==> config.mk <==
export PLATFORM = sky130hd
export DESIGN_NAME = fsq_frame_irq
export DESIGN_NICKNAME = d
export VERILOG_FILES = /design/src/rtl/fsq_pkg.sv /design/src/rtl/fsq_parity.sv /design/src/rtl/fsq_counter.sv /design/src/rtl/fsq_flag.sv /design/src/rtl/fsq_frame_irq.sv
export SDC_FILE = /design/constraint.sdc
export NUM_CORES = 1
export LEC_CHECK = 0
export ABC_AREA = 1
export CAP_MARGIN = 0
export CORE_ASPECT_RATIO = 1.2
export CORE_MARGIN = 4
export CORE_UTILIZATION = 35
export DETAILED_ROUTE_END_ITERATION = 8
export MAX_ROUTING_LAYER = met4
export SLEW_MARGIN = 20
export SYNTH_ARGS = -nofsm -noshare
export SYNTH_HDL_FRONTEND = slang
export SYNTH_SLANG_ARGS = --single-unit
==> constraint.sdc <==
create_clock -name clk -period 2 [get_ports clk]
set_input_delay 0.4 -clock clk [delete_from_list [all_inputs] [get_ports clk]]
set_output_delay 0.4 -clock clk [all_outputs]
set_load 0.05 [all_outputs]
==> src/rtl/fsq_pkg.sv <==
package fsq_pkg;
  localparam int MODE_SEL_BIT = 7;
  localparam int INHIBIT_BIT  = 6;
  localparam int FLAG_BIT     = 6;

  typedef enum logic {
    SEQ_FOUR = 1'b0,
    SEQ_FIVE = 1'b1
  } seq_mode_e;
endpackage

==> src/rtl/fsq_parity.sv <==
module fsq_parity (
  input  logic clk,
  input  logic rst_n,
  output logic odd_q
);
  // Free-running even/odd marker; the first cycle after reset is even.
  always_ff @(posedge clk) begin
    if (!rst_n) odd_q <= 1'b0;
    else        odd_q <= ~odd_q;
  end
endmodule

==> src/rtl/fsq_counter.sv <==
module fsq_counter #(
  parameter int W        = 16,
  parameter int P4_LEN   = 29834,
  parameter int P5_LEN   = 37282,
  parameter int FLAG_AT  = 29831,
  parameter int SPAN     = 3
) (
  input  logic         clk,
  input  logic         rst_n,
  input  logic         restart,
  input  logic         odd_slot,
  input  logic         five_mode,
  output logic [W-1:0] cnt_q,
  output logic         set_now
);
  localparam logic [W-1:0] LAST4  = W'(P4_LEN - 1);
  localparam logic [W-1:0] LAST5  = W'(P5_LEN - 1);
  localparam logic [W-1:0] SET_LO = W'(FLAG_AT - 1);
  localparam logic [W-1:0] SET_HI = W'(FLAG_AT + SPAN - 2);

  logic [W-1:0] last_cnt;
  assign last_cnt = five_mode ? LAST5 : LAST4;

  // An even-cycle restart is already one count in at the next cycle;
  // an odd-cycle restart loses one clock.
  always_ff @(posedge clk) begin
    if (!rst_n)                 cnt_q <= '0;
    else if (restart)           cnt_q <= odd_slot ? '0 : W'(1);
    else if (cnt_q >= last_cnt) cnt_q <= '0;
    else                        cnt_q <= cnt_q + W'(1);
  end

  // Drive window: the flag is (re)set on SPAN consecutive edges.
  assign set_now = !five_mode && (cnt_q >= SET_LO) && (cnt_q <= SET_HI);
endmodule

==> src/rtl/fsq_flag.sv <==
module fsq_flag (
  input  logic clk,
  input  logic rst_n,
  input  logic force_clr,
  input  logic set_now,
  input  logic rd_clr,
  output logic flag_q
);
  // Priority: inhibit clear, then set, then read clear.
  always_ff @(posedge clk) begin
    if (!rst_n)         flag_q <= 1'b0;
    else if (force_clr) flag_q <= 1'b0;
    else if (set_now)   flag_q <= 1'b1;
    else if (rd_clr)    flag_q <= 1'b0;
  end
endmodule

==> src/rtl/fsq_frame_irq.sv <==
module fsq_frame_irq #(
  parameter int FLAG_AT  = 29831,
  parameter int SPAN     = 3,
  parameter int LONG_LEN = 37282
) (
  input  logic       clk,
  input  logic       rst_n,
  input  logic       mode_wr,
  input  logic [7:0] mode_data,
  input  logic       status_rd,
  output logic [7:0] status_data,
  output logic       cpu_irq
);
  import fsq_pkg::*;

  localparam int P4_LEN = FLAG_AT + SPAN;
  localparam int MAXLEN = (LONG_LEN > P4_LEN) ? LONG_LEN : P4_LEN;
  localparam int W      = $clog2(MAXLEN + 1);

  seq_mode_e    mode_q;
  logic         inh_q;
  logic         five_mode;
  logic         par_q;
  logic [W-1:0] cnt_q;
  logic         set_now;
  logic         flag_q;
  logic         wr_inh;
  logic         unused_mode_bits;

  assign unused_mode_bits = ^mode_data[5:0];
  assign wr_inh    = mode_wr && mode_data[INHIBIT_BIT];
  assign five_mode = (mode_q == SEQ_FIVE);

  always_ff @(posedge clk) begin
    if (!rst_n) begin
      mode_q <= SEQ_FOUR;
      inh_q  <= 1'b0;
    end else if (mode_wr) begin
      mode_q <= mode_data[MODE_SEL_BIT] ? SEQ_FIVE : SEQ_FOUR;
      inh_q  <= mode_data[INHIBIT_BIT];
    end
  end

  fsq_parity u_par (
    .clk   (clk),
    .rst_n (rst_n),
    .odd_q (par_q)
  );

  fsq_counter #(
    .W       (W),
    .P4_LEN  (P4_LEN),
    .P5_LEN  (LONG_LEN),
    .FLAG_AT (FLAG_AT),
    .SPAN    (SPAN)
  ) u_cnt (
    .clk       (clk),
    .rst_n     (rst_n),
    .restart   (mode_wr),
    .odd_slot  (par_q),
    .five_mode (five_mode),
    .cnt_q     (cnt_q),
    .set_now   (set_now)
  );

  fsq_flag u_flag (
    .clk       (clk),
    .rst_n     (rst_n),
    .force_clr (inh_q || wr_inh),
    .set_now   (set_now),
    .rd_clr    (status_rd),
    .flag_q    (flag_q)
  );

  always_comb begin
    status_data           = '0;
    status_data[FLAG_BIT] = flag_q;
  end

  assign cpu_irq = flag_q && !inh_q;
endmodule

==> results.cfg <==
[status]
outcome = finished, final reports clean

[critical_path]
slowest_delay_ns = 0.80
cp_max_fo = 2
arrival_ns = 1.51
regToRegStartpoint = five_mode
crit_slowest_cell = clkdlybuf4s50_1
reg2reg_to = u_cnt.cnt_q[14]
required_ns = 1.60
r2r_slack_ns = 0.36
critical_path.cell_chain = inv_1 > nor2_1 > clkdlybuf4s50_1
rr_worst_depth = 7
end_kind = output pin
startpoint_type = flop
worstSetupPathType = flop to output pin

[yosys]
netlist_area_um2 = 1331
yosysSeqAreaShare_pct = 30.08
syn_inst = 200
yosysUniqueCellTypes = 22
ys_ff_latch = 20
synth_area_per_cell_um2 = 6.656
synth_warnings = 0

[grt]
grt_usage_pct = 11.72
grt.overflow.total = 0
grt_pass1_vias = 1018
grt_max_degree = 16
grt_pass1_wl_um = 4374
antenna_found_initial = 0

[pwr]
ir_drop_uv = 153.1
powerDensity_nw_per_um2 = 527.2
p_leak_nw = 0.6077

[timing]
setup_viol = 0
grt_setup_unrepaired = no
slew_violations = 0
hold_violations = 0
fin_crit_sh_pct = 95.27
fmax_mhz = 524.8
clock_skew_ns = 0.002899
final.setup.tns_ns = 0
fin_crit_ns = 1.905

[cells_and_area]
seqCellArea_um2 = 400.4
nFillCells = 425
areaGrowthSynthToFinish_pct = 9.399
multi_input_area_um2 = 770.7
stdcell_count = 258
layout-drive-gt1-share_pct = 5.340
nets = 231
antenna_cells = 0

[floorplanning]
ios = 21
core-area_um2 = 3664
die_y_um = 75.56
start_util_pct = 36.34
row_count = 24
dieArea_um2 = 4859
die_w_um = 64.30

[hold_path]
hold_end = u_par.odd_q
min_path_cells = 1
hold_path_class = flop to flop
worstHoldStart = u_par.odd_q

[place]
gp_congestion = 0.8135
placedCellCount = 255
portBuffers = 7
dp_hpwl_um = 2037

[cts]
ctsRootBufferMaster = clkbuf_8
cts_buffers = 3
clockBufferDepth = 2
cts_sinks = 20
cts_resized = 0
clk_pin_slew_ns = 0.07
insertion_delay_ns = 0.26
cts_hold_buf = 0
cts_tree = yes
cts_htree_levels = 1
postCtsSetupRepairBufs = 0

[detailed_routing]
route.detailed.drc = 0
vias = 1132
wl_per_cell_um = 9.907
drt_iter0_drc = 25
dr.pass1.iters = 4
postRouteWirelength_um = 2556
vias_per_cell = 4.388
final_antenna_net_count = 0

[job]
drv_cap = 0
cell usage in the layout (no fill, tap or decap), drive strengths merged, types with 5 or more instances in the layout:
master,synthesis,final
nor2,42,42
clkdlybuf4s50,0,7
xor2,8,8
conb,1,7
a21oi,5,5
nor3,5,5
nand2,45,45
dfxtp,20,20
ha,11,11
inv,27,27
nand3,14,14
sequential cells by signal (all words and copies together) (netlist names):
name / count
u_cnt.cnt_q: 16
five_mode: 1
inh_q: 1
u_flag.flag_q: 1
u_par.odd_q: 1
per-stage QoR:
stage / hold WS, ns / util (%) / setup slack, ns / instance area [um^2] / total power [mW]
6_report: 0.4002 / 39.75 / 0.09452 / 1456 / 0.7678
5_1_grt: 0.4401 / 39.75 / 0.01739 / 1456 / 0.8010
4_1_cts: 0.4061 / 39.75 / 0.08358 / 1456 / 0.7789
3_5_place_dp: 0.3958 / 38.63 / 0.1949 / 1415 / 0.5101
3_3_place_gp: 0.3878 / 38.63 / 0.1860 / 1415 / 0.5099
2_1_floorplan: 0.3788 / - / 0.4881 / 1354 / 0.4978
synth_stat cells:
master	number	area [um^2]
nand2_1	43	161.4
nor2_1	41	153.9
inv_1	25	93.84
dfxtp_1	20	400.4
nand3_1	14	70.07
ha_1	11	137.6
buf_4	8	60.06
xor2_1	8	70.07
a21oi_1	5	25.02
nand4_1	4	25.02
nor3_1	4	20.02
o21ai_0	3	15.01
buf_2	2	10.01
inv_2	2	7.510
nand2_2	2	12.51
xnor2_1	2	17.52
buf_6	1	11.26
conb_1	1	3.750
nand3b_1	1	7.510
nor2_2	1	6.260
nor3_4	1	16.27
or2_2	1	6.260
final cells by class:
cell class,count,area share [%]
multi-input combinational,148,52.92
sequential,20,27.49
inverter,27,6.959
timing repair buffer,8,5.326
tap,52,4.467
clock buffer,3,2.835
where the power goes:
group	leakage, nW	total, mW	internal, mW	switching, mW
Clock	0.0216	0.268	0.134	0.134
Combinational	0.424	0.0897	0.0269	0.0628
Sequential	0.162	0.410	0.405	0.00470
worst max path at each step:
stage	start	end	cells after the start
after floorplan	five_mode	u_cnt.cnt_q[4]	10
after global placement	mode_wr	u_cnt.cnt_q[10]	8
after detailed placement	mode_wr	u_cnt.cnt_q[11]	8
after CTS	u_flag.flag_q	cpu_irq	3
after global routing	u_flag.flag_q	cpu_irq	3
final	u_flag.flag_q	cpu_irq	3
kinds of logic (layout without fill, tap and decap cells):
group	after synthesis	after routing	share of synthesized area, %
simple gates	112	112	36.00
buf+inv	38	38	13.72
fa+ha+maj	11	11	10.34
other cells	1	7	0.2817
compound gates	8	8	3.007
flops	20	20	30.07
xor+xnor	10	10	6.579
worst max-delay path: cells and delay by family, from the launching register on:
family	cells	cell delay, ns
buf+inv	2	0.85
simple gates	1	0.07
flops	1	0.33
metal layers:
layer / global-route usage [%] / vias up / wire length, um
li1: - / 614 / -
met2: 19.50 / 25 / 1155
met4: 6.103 / 0 / 90
met3: 1.917 / 10 / 109
met5: - / - / 0
met1: 13.75 / 483 / 1200
Power figures use the tool's default switching activity.
